==> src/rtl/router_pkg.sv <==
package router_pkg;
   typedef enum logic {
      CH_A = 1'b0,
      CH_B = 1'b1
   } chan_e;
endpackage

==> src/rtl/router_lane.sv <==
module router_lane #(
   parameter int              DATA_W  = 10,
   parameter router_pkg::chan_e OWN_CH = router_pkg::CH_A,
   parameter bit              REG_OUT = 1'b1
) (
   input  logic              clk,
   input  logic              rst_n,
   input  logic              sel,
   input  logic [DATA_W-1:0] own_d,
   input  logic [DATA_W-1:0] oth_d,
   input  logic              dis,
   output logic [DATA_W-1:0] q_data,
   output logic              q_valid,
   output logic              q_tag
);
   localparam logic OWN_BIT = logic'(OWN_CH);

   logic [DATA_W-1:0] pick_d;
   logic              pick_tag;

   always_comb begin
      pick_d   = sel ? own_d : oth_d;
      pick_tag = sel ? OWN_BIT : ~OWN_BIT;
      if (dis) begin
         pick_d   = '0;
         pick_tag = 1'b0;
      end
   end

   generate
      if (REG_OUT) begin : g_reg
         always_ff @(posedge clk) begin
            if (!rst_n) begin
               q_data  <= '0;
               q_valid <= 1'b0;
               q_tag   <= 1'b0;
            end else begin
               q_data  <= pick_d;
               q_valid <= ~dis;
               q_tag   <= pick_tag;
            end
         end

         // straight routing shows own channel one clock later
         a_r1_straight: assert property (@(posedge clk) disable iff (!rst_n)
            (sel && !dis) |=> (q_data == $past(own_d) && q_tag == OWN_BIT));
         // swapped routing shows the other channel
         a_r2_swapped: assert property (@(posedge clk) disable iff (!rst_n)
            (!sel && !dis) |=> (q_data == $past(oth_d) && q_tag == ~OWN_BIT));
         // disabled lane idles
         a_r4_disabled_idle: assert property (@(posedge clk) disable iff (!rst_n)
            dis |=> (q_data == '0 && !q_valid && !q_tag));
         // enabled lane is valid
         a_r5_enabled_valid: assert property (@(posedge clk) disable iff (!rst_n)
            !dis |=> q_valid);
      end else begin : g_comb
         assign q_data  = pick_d;
         assign q_valid = ~dis;
         assign q_tag   = pick_tag;
      end
   endgenerate
endmodule

==> src/rtl/mux_guard.sv <==
module mux_guard (
   input  logic clk,
   input  logic rst_n,
   input  logic sel,
   input  logic pd_a,
   input  logic pd_b,
   output logic err
);
   logic sel_q;
   logic primed;
   logic changed;

   assign changed = primed & (sel ^ sel_q);

   always_ff @(posedge clk) begin
      if (!rst_n) begin
         sel_q  <= 1'b0;
         primed <= 1'b0;
         err    <= 1'b0;
      end else begin
         sel_q  <= sel;
         primed <= 1'b1;
         err    <= changed & (pd_a | pd_b);
      end
   end

   // an error always has a powered-down channel behind it
   a_r6_err_cause: assert property (@(posedge clk) disable iff (!rst_n)
      err |-> $past(pd_a || pd_b));
   // both channels active never raises the error
   a_r7_no_err_active: assert property (@(posedge clk) disable iff (!rst_n)
      (!pd_a && !pd_b) |=> !err);
endmodule

==> src/rtl/dual_port_router.sv <==
module dual_port_router #(
   parameter int DATA_W  = 10,
   parameter bit REG_OUT = 1'b1
) (
   input  logic              clk,
   input  logic              rst_n,
   input  logic              sel,
   input  logic [DATA_W-1:0] ch_a_data,
   input  logic [DATA_W-1:0] ch_b_data,
   input  logic              dis_a,
   input  logic              dis_b,
   input  logic              pd_a,
   input  logic              pd_b,
   output logic [DATA_W-1:0] port_a_data,
   output logic [DATA_W-1:0] port_b_data,
   output logic              port_a_valid,
   output logic              port_b_valid,
   output logic              port_a_tag,
   output logic              port_b_tag,
   output logic              mux_err
);
   generate
      if (DATA_W < 1) begin : g_bad_width
         $error("dual_port_router: DATA_W must be at least 1");
      end
   endgenerate

   router_lane #(.DATA_W(DATA_W), .OWN_CH(router_pkg::CH_A), .REG_OUT(REG_OUT)) u_lane_a (
      .clk(clk), .rst_n(rst_n), .sel(sel),
      .own_d(ch_a_data), .oth_d(ch_b_data), .dis(dis_a),
      .q_data(port_a_data), .q_valid(port_a_valid), .q_tag(port_a_tag));

   router_lane #(.DATA_W(DATA_W), .OWN_CH(router_pkg::CH_B), .REG_OUT(REG_OUT)) u_lane_b (
      .clk(clk), .rst_n(rst_n), .sel(sel),
      .own_d(ch_b_data), .oth_d(ch_a_data), .dis(dis_b),
      .q_data(port_b_data), .q_valid(port_b_valid), .q_tag(port_b_tag));

   mux_guard u_guard (
      .clk(clk), .rst_n(rst_n), .sel(sel),
      .pd_a(pd_a), .pd_b(pd_b), .err(mux_err));

   // two live ports never show the same channel
   a_r3_distinct_tags: assert property (@(posedge clk) disable iff (!rst_n)
      (port_a_valid && port_b_valid) |-> (port_a_tag != port_b_tag));
endmodule

==> config.mk <==
export PLATFORM = sky130hd
export DESIGN_NAME = dual_port_router
export DESIGN_NICKNAME = d
export VERILOG_FILES = /design/src/rtl/router_pkg.sv /design/src/rtl/router_lane.sv /design/src/rtl/mux_guard.sv /design/src/rtl/dual_port_router.sv
export SDC_FILE = /design/constraint.sdc
export NUM_CORES = 1
export LEC_CHECK = 0
export BUFFER_PORTS_ARGS = -buffer_cell sky130_fd_sc_hd__buf_2
export CAP_MARGIN = 20
export CORE_ASPECT_RATIO = 0.75
export CORE_MARGIN = 4
export CORE_UTILIZATION = 38
export DETAILED_ROUTE_END_ITERATION = 16
export GPL_TIMING_DRIVEN = 0
export PLACE_DENSITY = 0.8
export RECOVER_POWER = 100
export REMOVE_ABC_BUFFERS = 1
export SYNTH_ARGS = -nofsm -noshare
export SYNTH_HDL_FRONTEND = slang
export SYNTH_SLANG_ARGS = --single-unit
==> constraint.sdc <==
create_clock -name clk -period 0.8 [get_ports clk]
set_input_delay 0.04 -clock clk [delete_from_list [all_inputs] [get_ports clk]]
set_output_delay 0.04 -clock clk [all_outputs]
set_load 0.01 [all_outputs]
==> metrics.txt <==
# TYPE chip_impl_metric gauge
chip_impl_info{name="path_cells",value="buf_2"} 1
chip_impl_metric{name="cell_count_after_synthesis",unit=""} 83
chip_impl_info{name="violations",value="setup timing"} 1
chip_impl_metric{name="post-route-period-util",unit="%"} 105
chip_impl_metric{name="final_layout_size_suffix_gt1_share",unit="%"} 40.9
chip_impl_metric{name="routabilityCongestion",unit=""} 0.641
chip_impl_metric{name="track_usage",unit="%"} 16.1
chip_impl_metric{name="asyncSetResetFlopFracSynth",unit="%"} 0
chip_impl_metric{name="hold_violations",unit=""} 0
chip_impl_metric{name="grt_overflow",unit=""} 0
chip_impl_metric{name="worst_pin_slew",unit="ps"} 723
chip_impl_metric{name="clock_tree.buffer_depth",unit=""} 2
chip_impl_info{name="hp-start",value="pd_a"} 1
chip_impl_metric{name="p_leak",unit="nW"} 0.758
chip_impl_info{name="timing.critical_path.to_type",value="output port"} 1
chip_impl_metric{name="antenna_cells_inserted",unit=""} 0
chip_impl_metric{name="routedWlPerCell",unit="um"} 13.7
chip_impl_metric{name="boundary_pin_count",unit=""} 52
chip_impl_metric{name="grt_first_pass_wirelength",unit="mm"} 3.97
chip_impl_metric{name="synth.avg_cell_area",unit="um2"} 11.3
chip_impl_metric{name="num-fill-cells",unit=""} 192
chip_impl_info{name="synth.top_cells.by_count",value="sky130_fd_sc_hd__dfxtp_1 (27), sky130_fd_sc_hd__nor2_1 (23), sky130_fd_sc_hd__mux2i_1 (20)"} 1
chip_impl_metric{name="drtAntennaViolNets",unit=""} 0
chip_impl_metric{name="vdd_ir_drop_max",unit="mV"} 0.563
chip_impl_metric{name="syn-cell-area",unit="um2"} 935
chip_impl_metric{name="number_of_synthesized_register_bits",unit=""} 27
chip_impl_metric{name="drv_slew",unit=""} 0
chip_impl_metric{name="p_int",unit="W"} 0.00184
chip_impl_metric{name="crit_path_max_incr_delay",unit="ps"} 360
chip_impl_metric{name="clk_transition_reported_paths",unit="ps"} 140
chip_impl_metric{name="initial_core_util",unit="%"} 40.2
chip_impl_info{name="synth_largest_area_cell",value="sky130_fd_sc_hd__dfxtp_1"} 1
chip_impl_info{name="largest_family_of_logic_cells_by_synthesized_area",value="multiplexers"} 1
chip_impl_info{name="grt_setup_unrepaired",value="true"} 1
chip_impl_metric{name="register_to_register_path_depth",unit=""} 2
chip_impl_info{name="top_count_cell_post_synth",value="sky130_fd_sc_hd__dfxtp_1"} 1
chip_impl_metric{name="drt-vias-per-instance",unit=""} 4.46
chip_impl_info{name="critical_path.reg2reg.endpoint",value="u_guard.err"} 1
chip_impl_info{name="cts.root.buffer_cell",value="sky130_fd_sc_hd__clkbuf_4"} 1
chip_impl_info{name="hold-path-endpoint",value="u_guard.err"} 1
chip_impl_metric{name="cp.required",unit="ps"} 760
chip_impl_metric{name="clock_power_share",unit="%"} 23.1
chip_impl_metric{name="synth_fa_ha_area_share",unit="%"} 0
chip_impl_metric{name="synth_enable_flop_cells",unit=""} 0
chip_impl_info{name="timing_worst_setup_path_type",value="reg -> out"} 1
chip_impl_metric{name="swShare",unit="%"} 24.1
chip_impl_info{name="run_status",value="complete, but fails checks"} 1
chip_impl_metric{name="cts_num_sinks",unit=""} 27
chip_impl_info{name="rr_startpoint",value="u_guard.sel_q"} 1
chip_impl_info{name="hp-class",value="in -> reg"} 1
chip_impl_metric{name="die_height",unit="um"} 51.0
chip_impl_metric{name="max_freq",unit="MHz"} 1190
chip_impl_metric{name="die_x",unit="um"} 65.3
chip_impl_metric{name="comb_power_share",unit="%"} 17.8
chip_impl_metric{name="post_synth_and_or_nand_nor_area_fraction",unit="%"} 11.2
chip_impl_info{name="cp-start-kind",value="flip-flop"} 1
chip_impl_metric{name="post-route-drc-count",unit=""} 0
chip_impl_metric{name="final_critical_path_setup_slack",unit="ps"} -39.3
chip_impl_metric{name="clkLatencyLatePin",unit="ps"} 310
chip_impl_info{name="cts_tree",value="built"} 1
chip_impl_metric{name="power_per_cell_area",unit="nW/um2"} 1640
chip_impl_metric{name="drt_iter0_drc",unit=""} 40
chip_impl_metric{name="max_cap_viol_count",unit=""} 0
chip_impl_metric{name="max-slew-margin-rel",unit="%"} 51.8
chip_impl_metric{name="htree_num_levels",unit=""} 1
chip_impl_metric{name="worst_clock_skew",unit="ps"} 0.312
chip_impl_metric{name="number_of_antenna_violations_at_the_first_check_in_global_routing",unit=""} 0
chip_impl_metric{name="via_count",unit=""} 838
chip_impl_info{name="top_ff_cell_synth",value="sky130_fd_sc_hd__dfxtp_1"} 1
chip_impl_metric{name="crit_cells",unit=""} 1
chip_impl_metric{name="register_share_of_total_power",unit="%"} 59.1
chip_impl_metric{name="path_max_fanout",unit=""} 1
chip_impl_metric{name="whs_path_depth",unit=""} 3
chip_impl_metric{name="placement.io_buffers",unit=""} 51
chip_impl_metric{name="nets",unit=""} 182
chip_impl_metric{name="worst-endpoint-arrival",unit="ps"} 800
chip_impl_metric{name="setup_viol_count_final",unit=""} 19
chip_impl_metric{name="dp_hpwl",unit="mm"} 1.47
chip_impl_metric{name="firstDrtPassIters",unit=""} 4
chip_impl_metric{name="numCtsBuffers",unit=""} 3
chip_impl_metric{name="synth_warnings",unit=""} 0
chip_impl_metric{name="ys_seq_area_share",unit="%"} 57.8
chip_impl_metric{name="largest_net_degree_at_the_start_of_global_routing",unit=""} 25
chip_impl_metric{name="placedCellCount",unit=""} 163
chip_impl_info{name="critical-path-top-delay-family",value="flip-flops"} 1
chip_impl_metric{name="share_of_cell_area_taken_by_muxes_after_synthesis",unit="%"} 21.4
chip_impl_metric{name="synth_compound_area_share",unit="%"} 0.803
chip_impl_metric{name="post_layout_nonfiller_instances",unit=""} 188
chip_impl_metric{name="synth_to_final_area_change",unit="%"} 57.8
chip_impl_metric{name="grt_pass1_vias",unit=""} 812
chip_impl_metric{name="synth_cell_type_count",unit=""} 11
chip_impl_metric{name="num_rows",unit=""} 15
chip_impl_metric{name="reg2reg_setup_slack",unit="ps"} 60
chip_impl_metric{name="netlist.area_leader.share",unit="%"} 57.8
chip_impl_info{name="cpMaxStageDelayCell",value="sky130_fd_sc_hd__dfxtp_1"} 1
chip_impl_metric{name="core_region_area",unit="um2"} 2330
chip_impl_metric{name="worstPathBufferInverterCount",unit=""} 1
chip_impl_metric{name="synthXorXnorAreaFrac",unit="%"} 0.937
chip_impl_metric{name="dieArea",unit="um2"} 3330
chip_impl_metric{name="wl",unit="mm"} 2.58
chip_impl_metric{name="fin_hold_ws",unit="ps"} 116
chip_impl_metric{name="final_period_minus_worst_setup_slack",unit="ps"} 839
chip_impl_metric{name="power.net_switching",unit="W"} 0.000585
chip_impl_info{name="cell_types_with_the_largest_area_share_after_synthesis",value="sky130_fd_sc_hd__dfxtp_1 (58%), sky130_fd_sc_hd__mux2i_1 (21%), sky130_fd_sc_hd__nor2_1 (9.2%)"} 1
-- through the flow --
stage	utilization [%]	setup slack [ps]	area, um2	power [W]	setup TNS, ps
global placement	50.3	-193	1170	0.00176	-3700
finish	63.4	-39.3	1480	0.00243	-163
floorplan	-	237	873	0.00159	0
global route	63.4	-86.6	1480	0.00258	-1560
detailed placement	50.3	-243	1170	0.00177	-4670
CTS	61.2	-33.6	1420	0.00242	-445
-- kinds of logic after synthesis --
logic type,Yosys count
AOI/OAI and AO/OA,1
and+or+nand+nor,26
muxes,20
xor gates and xnor gates,1
DFF,27
buffers and inverters,8
-- how the worst max path moves through the flow --
stage / startpoint / end / slack, ps
after CTS: u_lane_a.q_data[4] / port_a_data[4] / -30
after floorplan: u_guard.sel_q / u_guard.err / 240
final: u_lane_b.q_data[7] / port_b_data[7] / -40
after detailed placement: sel / u_lane_a.q_data[7] / -240
after global routing: u_lane_b.q_data[7] / port_b_data[7] / -90
after global placement: sel / u_lane_b.q_data[1] / -190
-- area by class of cell --
type                            count  area (um2)  share of cell area (%)
Clock buffer                        3        22.5                    1.53
Tap cell                           34        42.5                    2.88
Inverter                            3        11.3                   0.763
Clock inverter                      1        5.00                   0.339
Sequential cell                    27         552                    37.4
Timing Repair Buffer               72         520                    35.3
Multi-Input combinational cell     48         322                    21.8
-- power groups by stage --
stage	clock (W)	sequential [W]	combinational [W]
floorplan	0	0.00149	0.000107
CTS	0.000589	0.00142	0.000405
global placement	0	0.00145	0.000306
detailed placement	0	0.00145	0.000321
global route	0.000668	0.00144	0.000468
finish	0.000561	0.00143	0.000431
-- state kept, by name, summed over array words and instances (netlist names) --
register	flops
u_lane_a.q_data	10
u_lane_b.q_data	10
u_guard.err	1
u_guard.primed	1
u_guard.sel_q	1
u_lane_a.q_tag	1
u_lane_a.q_valid	1
u_lane_b.q_tag	1
u_lane_b.q_valid	1
-- routing by layer --
metal / up-vias / global-route usage, % / routed length, um
li1: 406 / - / -
met1: 385 / 18.1 / 1020
met2: 45 / 28.9 / 1310
met3: 2 / 4.84 / 238
met4: 0 / 5.17 / 12
met5: - / 0 / 0
-- timing repair --
item,4_1_cts,5_1_grt
hold endpoints to repair,22,0
hold buffers,21,0
endpoints found under the setup margin,25,25
gates resized for setup,4,14
setup buffers,0,0
-- layout by cell type (no fill, tap or decap), types with 2 or more instances in the layout --
cell type | netlist | final
sky130_fd_sc_hd__buf_2 | 2 | 40
sky130_fd_sc_hd__nor2_1 | 23 | 23
sky130_fd_sc_hd__dlygate4sd3_1 | 0 | 21
sky130_fd_sc_hd__mux2i_1 | 20 | 20
sky130_fd_sc_hd__dfxtp_1 | 27 | 18
sky130_fd_sc_hd__buf_6 | 1 | 9
sky130_fd_sc_hd__dfxtp_2 | 0 | 9
sky130_fd_sc_hd__inv_1 | 3 | 3
sky130_fd_sc_hd__clkbuf_4 | 0 | 3
sky130_fd_sc_hd__nand2b_1 | 2 | 2
(Power assumes the default switching activity.)
